$ cat src/rtl/tc_cap_pkg.sv
package tc_cap_pkg;

  typedef struct packed {
    logic rise;
    logic fall;
  } edge_t;

  localparam logic [1:0] BUS_SEL_INT = 2'b11;
  localparam logic       ADDR_CAP    = 1'b0;
  localparam logic       ADDR_STAT   = 1'b1;

endpackage

$ cat src/rtl/tc_cap_edge.sv
module tc_cap_edge
  import tc_cap_pkg::*;
#(
  parameter int SYNC_STAGES = 2
) (
  input  logic  clk_i,
  input  logic  rst_ni,
  input  logic  sig_i,
  output edge_t edge_o
);

  localparam int MSB = SYNC_STAGES - 1;

  logic [MSB:0] sync_q;
  logic         last_q;

  for (genvar g = 0; g < SYNC_STAGES; g++) begin : g_sync
    logic d;
    if (g == 0) begin : g_first
      assign d = sig_i;
    end else begin : g_rest
      assign d = sync_q[g-1];
    end
    always_ff @(posedge clk_i or negedge rst_ni) begin
      if (!rst_ni) sync_q[g] <= 1'b0;
      else         sync_q[g] <= d;
    end
  end

  always_ff @(posedge clk_i or negedge rst_ni) begin
    if (!rst_ni) last_q <= 1'b0;
    else         last_q <= sync_q[MSB];
  end

  assign edge_o.rise = sync_q[MSB] & ~last_q;
  assign edge_o.fall = ~sync_q[MSB] & last_q;

endmodule

$ cat src/rtl/tc_cap_bus_mux.sv
module tc_cap_bus_mux
  import tc_cap_pkg::*;
#(
  parameter int CNT_W = 24
) (
  input  logic [CNT_W-1:0] cnt_int_i,
  input  logic [CNT_W-1:0] cnt_ext_i,
  input  logic [1:0]       bus_sel_i,
  output logic [CNT_W-1:0] cnt_o
);

  always_comb begin
    if (bus_sel_i == BUS_SEL_INT) cnt_o = cnt_int_i;
    else                          cnt_o = cnt_ext_i;
  end

endmodule

$ cat src/rtl/tc_cap_store.sv
module tc_cap_store #(
  parameter int CNT_W = 24
) (
  input  logic             clk_i,
  input  logic             rst_ni,
  input  logic             cap_evt_i,
  input  logic [CNT_W-1:0] cnt_i,
  input  logic             clr_i,
  output logic [CNT_W-1:0] cap_o,
  output logic             flag_o
);

  logic [CNT_W-1:0] cap_q;
  logic             flag_q;

  always_ff @(posedge clk_i or negedge rst_ni) begin
    if (!rst_ni)        cap_q <= '0;
    else if (cap_evt_i) cap_q <= cnt_i;
  end

  // set has priority over clear
  always_ff @(posedge clk_i or negedge rst_ni) begin
    if (!rst_ni)        flag_q <= 1'b0;
    else if (cap_evt_i) flag_q <= 1'b1;
    else if (clr_i)     flag_q <= 1'b0;
  end

  assign cap_o  = cap_q;
  assign flag_o = flag_q;

endmodule

$ cat src/rtl/tc_cap_chan.sv
module tc_cap_chan
  import tc_cap_pkg::*;
#(
  parameter int CNT_W       = 24,
  parameter int SYNC_STAGES = 2
) (
  input  logic             clk_i,
  input  logic             rst_ni,
  input  logic             sig_i,
  input  logic [CNT_W-1:0] cnt_int_i,
  input  logic [CNT_W-1:0] cnt_ext_i,
  input  logic [1:0]       bus_sel_i,
  input  logic             cap_en_i,
  input  logic             both_edge_i,
  input  logic             pol_i,
  input  logic             reg_we_i,
  input  logic             reg_addr_i,
  input  logic             reg_wdata_i,
  output logic [CNT_W-1:0] reg_rdata_o,
  output logic             flag_o
);

  edge_t            edge_s;
  logic [CNT_W-1:0] sel_cnt;
  logic [CNT_W-1:0] cap_q;
  logic             cap_evt;
  logic             clr_req;
  logic             edge_hit;

  tc_cap_edge #(.SYNC_STAGES(SYNC_STAGES)) u_edge (
    .clk_i  (clk_i),
    .rst_ni (rst_ni),
    .sig_i  (sig_i),
    .edge_o (edge_s)
  );

  tc_cap_bus_mux #(.CNT_W(CNT_W)) u_mux (
    .cnt_int_i (cnt_int_i),
    .cnt_ext_i (cnt_ext_i),
    .bus_sel_i (bus_sel_i),
    .cnt_o     (sel_cnt)
  );

  always_comb begin
    if (both_edge_i) edge_hit = edge_s.rise | edge_s.fall;
    else if (pol_i)  edge_hit = edge_s.rise;
    else             edge_hit = edge_s.fall;
  end

  assign cap_evt = cap_en_i & edge_hit;
  assign clr_req = reg_we_i & (reg_addr_i == ADDR_STAT) & reg_wdata_i;

  tc_cap_store #(.CNT_W(CNT_W)) u_store (
    .clk_i     (clk_i),
    .rst_ni    (rst_ni),
    .cap_evt_i (cap_evt),
    .cnt_i     (sel_cnt),
    .clr_i     (clr_req),
    .cap_o     (cap_q),
    .flag_o    (flag_o)
  );

  always_comb begin
    reg_rdata_o = '0;
    if (reg_addr_i == ADDR_CAP) reg_rdata_o = cap_q;
    else                        reg_rdata_o[0] = flag_o;
  end

endmodule

$ cat config.mk
export PLATFORM = sky130hd
export DESIGN_NAME = tc_cap_chan
export DESIGN_NICKNAME = d
export VERILOG_FILES = /design/src/rtl/tc_cap_pkg.sv /design/src/rtl/tc_cap_edge.sv /design/src/rtl/tc_cap_bus_mux.sv /design/src/rtl/tc_cap_store.sv /design/src/rtl/tc_cap_chan.sv
export SDC_FILE = /design/constraint.sdc
export NUM_CORES = 1
export LEC_CHECK = 0
export BUFFER_PORTS_ARGS = -buffer_cell sky130_fd_sc_hd__buf_4
export CAP_MARGIN = 5
export CORE_MARGIN = 2
export CORE_UTILIZATION = 42
export CTS_BUF_LIST = sky130_fd_sc_hd__clkbuf_4 sky130_fd_sc_hd__clkbuf_8
export DETAILED_ROUTE_END_ITERATION = 10
export PLACE_DENSITY = 0.75
export SYNTH_ARGS = -nofsm -noshare
export SYNTH_HDL_FRONTEND = slang
export SYNTH_SLANG_ARGS = --single-unit
$ cat constraint.sdc
create_clock -name clk_i -period 1.6 [get_ports clk_i]
set_input_delay 0.16 -clock clk_i [delete_from_list [all_inputs] [get_ports clk_i]]
set_output_delay 0.16 -clock clk_i [all_outputs]
set_load 0.02 [all_outputs]
; Yosys cells after proc, flatten, opt, wreduce, memory -nomap -nowiden
; Index checks and enable logic that the tools add are counted.
[word_totals]
memories = 0
out_inout_bits = 25
latchBits = 0
ff_bits = 28
ramBits = 0
in_bits = 59
romBits = 0
[op_classes]
shift = 0
bitwise = 8
n_reduce_logical = 1
order_cmp = 0
n_addsub = 0
mux = 7
n_div = 0
n_eq_ne = 1
n_mul = 0
[ops]
columns = op, count
row1 = two-way mux 24 bit, 1
row2 = two-way mux 23 bit, 1
row3 = AND 1 bit, 5
row4 = two-way mux 1 bit, 5
row5 = equality test 2 bit (second input constant), 1
row6 = NOT 1 bit, 2
row7 = nonzero test 2 bit, 1
row8 = OR 1 bit, 1

; Logic depth before layout (Yosys ltp)
[depth]
word_depth = 6
ltp_mapped = 7
mapped_depth_nobuf = 5

; Modules after synthesis
; From an unflattened synthesis, not the netlist that was laid out.
[unflattened]
hier_cells = 116
area_unflattened_um2 = 1697.9
[modules_own_cells]
columns = mod, area_each_um2, seq_area_each_um2, instances, cells_each
row1 = tc_cap_store, 1029.7, 625.6, 1, 54
row2 = tc_cap_bus_mux, 374.1, 0.0, 1, 27
row3 = tc_cap_chan, 203.9, 0.0, 1, 30
row4 = tc_cap_edge, 90.1, 75.1, 1, 5

; Worst setup path before layout
; Ideal clock, no wire load.
[synth_path]
path_type = register -> register
startpoint = reg u_edge.last_q
endpoint = reg u_store.cap_q[13], in the netlist u_store.cap_o[13]
setup_slack_ns = -0.111
t_required_ns = 1.475
path_stages_with_launch = 8
arrival_time_ns = 1.585
n_path_buf = 2
cell_sequence = dfrtp_1 > inv_1 > ha_1 > mux2_1 > o211a_1 > buf_6 > buf_12 > mux2_4
[synth_between]
elab_chain_len = 5
elab_cells_between_ends = 7
[synth_rtl]
columns = item, line
row1 = from (decl), tc_cap_edge.sv:15  ; logic last_q;
row2 = from (signal assigned), tc_cap_edge.sv:32  ; else last_q <= sync_q[MSB];
row3 = NOT 1 bit, tc_cap_edge.sv:35  ; assign edge_o.rise = sync_q[MSB] & ~last_q;
row4 = AND 1 bit, tc_cap_edge.sv:35
row5 = two-way mux 1 bit or OR 1 bit (tied branches), "tc_cap_chan.sv:46, tc_cap_chan.sv:45"
row6 = two-way mux 1 bit (*), tc_cap_chan.sv:45  ; if (both_edge_i) edge_hit = edge_s.rise | edge_s.fall;
row7 = AND 1 bit (*), tc_cap_chan.sv:50  ; assign cap_evt = cap_en_i & edge_hit;
row8 = to (signal assigned), tc_cap_store.sv:18  ; else if (cap_evt_i) cap_q <= cnt_i;
row9 = to (decl), tc_cap_store.sv:13  ; logic [CNT_W-1:0] cap_q;
; Mark *: on every way between the ends. The rest lies on a longest branch, timed or not.
; A chain may end at the register's enable or synchronous reset.

; Worst setup path in the final report
[layout_path]
startpoint = reg u_edge.sync_q[1]
endpoint = reg u_store.cap_q[0], in the netlist u_store.cap_o[0]
[layout_between]
elab_chain_len = 5
elab_cells_between_ends = 7
[layout_rtl]
columns = item, line
row1 = from (decl), tc_cap_edge.sv:14  ; logic [MSB:0] sync_q;
row2 = "from (signal, indexed assignment)", tc_cap_edge.sv:25  ; if (!rst_ni) sync_q[g] <= 1'b0;
row3 = "from (signal, indexed assignment)", tc_cap_edge.sv:26  ; else sync_q[g] <= d;
row4 = NOT 1 bit, tc_cap_edge.sv:36  ; assign edge_o.fall = ~sync_q[MSB] & last_q;
row5 = AND 1 bit, tc_cap_edge.sv:36
row6 = two-way mux 1 bit or OR 1 bit (tied branches), "tc_cap_chan.sv:46, tc_cap_chan.sv:45"
row7 = two-way mux 1 bit (*), tc_cap_chan.sv:45
row8 = AND 1 bit (*), tc_cap_chan.sv:50
; Marked as above.

==> impl_metrics.json <==
{
  "die_area_mm2": 0.00435,
  "syn_nets": 178,
  "fin_crit_sh": 1.06,
  "cts_tree": "done",
  "crit_path_start_kind": "flop",
  "dp_slack_ns": -0.120,
  "synth.distinct_cells": 15,
  "synth.cell_area_mm2": 0.00161,
  "coreArea_mm2": 0.00366,
  "insertion_delay_ns": 0.27,
  "total_power_mw": 2.29,
  "p_leak_nw": 1.16,
  "grt_start_max_net_pins": 29,
  "max_stage_delay_ns": 0.39,
  "cts_htree_levels": 1,
  "area_delta_synth_final_pct": 48.6,
  "fin_ws_ns": -0.0904,
  "syn_inst": 117,
  "min_period_ns": 1.69,
  "p_clk_frac": 0.239,
  "antenna_cells": 0,
  "clock-sinks": 28,
  "grt_pass1_wl_um": 5740,
  "synth-seq-cells": 28,
  "cp_num_buf_inv": 2,
  "final_layout_size_suffix_gt1_frac": 0.708,
  "drt_iter0_markers": 15,
  "antenna_found_initial": 0,
  "fmax_ghz": 0.592,
  "post-route-drc-count": 0,
  "timing.critical_path.cells": "inv_1, ha_2, mux2_4, o211a_4, buf_12, mux2_4",
  "hold_class": "primary input to flop",
  "dpl.hpwl_um": 2610,
  "drv_slew": 0,
  "grt.total_usage": 0.176,
  "yosys_warnings": 0,
  "crit_slowest_cell": "dfrtp_1",
  "cap_violations": 0,
  "finalHoldViolCount": 0,
  "finalSetupViolations": 24,
  "io_buffers": 83,
  "fin_skew_ns": 0.00270,
  "antenna_left": 0,
  "final_net_count": 264,
  "synth_top_area_share": 0.435,
  "required_ns": 1.77,
  "route.vias.total": 1168,
  "synth_area_per_cell_um2": 13.8,
  "finish.utilization": 0.653,
  "first_pass_iters": 4,
  "worstSetupEndpointType": "flop",
  "multiInputGateArea_um2": 850,
  "cts.path.max_buffers": 2,
  "critPathKind": "flop to flop",
  "cp_top_family": "multiplexers",
  "grt_pass1_vias": 1250,
  "rsz0062_at_grt": "yes",
  "yosys-top-cells-area": "dfrtp_1, mux2_2, mux2_4, nor2b_1, buf_12",
  "wl_per_cell_um": 14.0,
  "initial_core_util": 0.440,
  "seq_area_frac_synth": 0.435,
  "yosysTopAreaCell": "dfrtp_1",
  "combPwrFrac": 0.356,
  "run_status": "complete, but fails checks",
  "cp.arrival_ns": 1.86,
  "p_per_area_mw_per_mm2": 956,
  "globalRoute.totalOverflow": 0,
  "clk_pin_slew_ns": 0.09,
  "vias_per_cell": 4.67,
  "die_w_um": 65.9,
  "path_max_fanout": 12,
  "fp.dieH_um": 65.9,
  "timing.hold.ws_ns": 0.201,
  "gp_congestion": 0.639,
  "internal_power_mw": 1.69,
  "slew-limit-headroom": 0.768,
  "clockRootBuffer": "clkbuf_8",
  "ir_worst_vdd_mv": 0.556,
  "p_sw_frac": 0.260,
  "p_seq_frac": 0.404,
  "path_common_cell": "mux2_4",
  "violations": "setup timing",
  "p_switching_mw": 0.594,
  "rows": 22,
  "wirelength_um": 3490,
  "n_fill_cell": 271,
  "register_area_um2": 701,
  "cts_buffers": 3,
  "worstMarginPinSlew_ns": 0.348,
  "num_io_pins": 84,
  "finalSetupTns_ns": -1.85
}
-- state kept, by name, summed over array words and instances, names as in the netlist --
name	cells
u_store.cap_o	24
u_edge.g_sync.d	1
u_edge.last_q	1
u_edge.sync_q	1
u_store.flag_o	1
-- layer usage --
layer	global-route usage	share of wire	up-vias
li1	-	-	569
met4	0.0625	0.014	0
met5	0	0	-
met1	0.218	0.41	543
met2	0.311	0.50	52
met3	0.0256	0.076	4
-- power by group through the flow --
stage	Clock, mW	Combinational [mW]	Sequential (mW)
5_1_grt	0.595	0.870	0.946
2_1_floorplan	0	0.508	0.918
6_report	0.548	0.815	0.924
4_1_cts	0.561	0.824	0.926
3_5_place_dp	0	0.804	0.935
3_3_place_gp	0	0.788	0.931
-- cells in the final DEF, fill, tap and decap left out, types with 2 or more instances in the layout --
| master | n |
|---|---|
| inv_1 | 2 |
| dfrtp_1 | 28 |
| mux2_4 | 20 |
| buf_12 | 3 |
| nor2b_1 | 23 |
| dlygate4sd3_1 | 2 |
| nand2_1 | 2 |
| ha_2 | 2 |
| mux2_2 | 30 |
| clkbuf_8 | 3 |
| buf_4 | 83 |
-- cell families (layout without fill, tap and decap cells) --
| kind of cell | Yosys count | count (layout) | share of synthesized area |
|---|---|---|---|
| AO/OA/AOI/OAI | 2 | 2 | 0.0109 |
| adder cells (fa/ha/maj) | 2 | 2 | 0.0155 |
| buffers and inverters | 9 | 94 | 0.0474 |
| flip-flops | 28 | 28 | 0.435 |
| multiplexers | 50 | 50 | 0.394 |
| AND/OR/NAND/NOR | 26 | 26 | 0.0971 |
-- cell type report --
type	instances	share of cell area
multi-input combinational	80	0.355
timing repair buffer	88	0.294
sequential	28	0.293
tap	48	0.0251
clock buffer	3	0.0173
clock inverter	1	0.0126
inverter	2	0.00314
-- Yosys cell counts --
master,instances
mux2_1,1
buf_6,1
o211a_1,1
nand2_1,2
mux2_4,19
ha_1,2
nand3_1,1
buf_2,2
dfrtp_1,28
clkbuf_1,2
nor2b_1,23
buf_12,2
a21o_1,1
mux2_2,30
inv_1,2
-- worst reg2reg max path: stages (launching register included) --
cell     delay, ns
dfrtp_1       0.39
inv_1         0.06
ha_2          0.16
mux2_4        0.27
o211a_4       0.26
buf_12        0.16
mux2_4        0.30
-- path summary, 6_finish.rpt --
kind,start,to,slack (ns),cells after the start
setup / recovery,u_edge.sync_q[1],u_store.cap_o[0],-0.09,6
hold / removal,reg_wdata_i,u_store.flag_o,0.20,3
setup reg to reg,u_edge.sync_q[1],u_store.cap_o[0],-0.09,6
hold reg to reg,u_edge.g_sync[1].d,u_edge.sync_q[1],0.38,0
max in group asynchronous,rst_ni,u_store.cap_o[19],1.01,2
min in group asynchronous,rst_ni,u_store.cap_o[8],0.33,2
-- per-stage QoR --
step / instances / instance area, um^2
global route: 250 / 2390
global placement: 244 / 2270
finish: 250 / 2390
floorplan: 117 / 1620
CTS: 250 / 2390
detailed placement: 244 / 2270
-- timing repair --
item	in CTS	in global routing
pin swaps	1	0
resized for setup	7	0
endpoints found under the hold margin	29	0
setup endpoints to repair	24	24
setup buffers	0	0
hold buffers	2	0
Note: power is estimated with default switching activity, not from simulation.
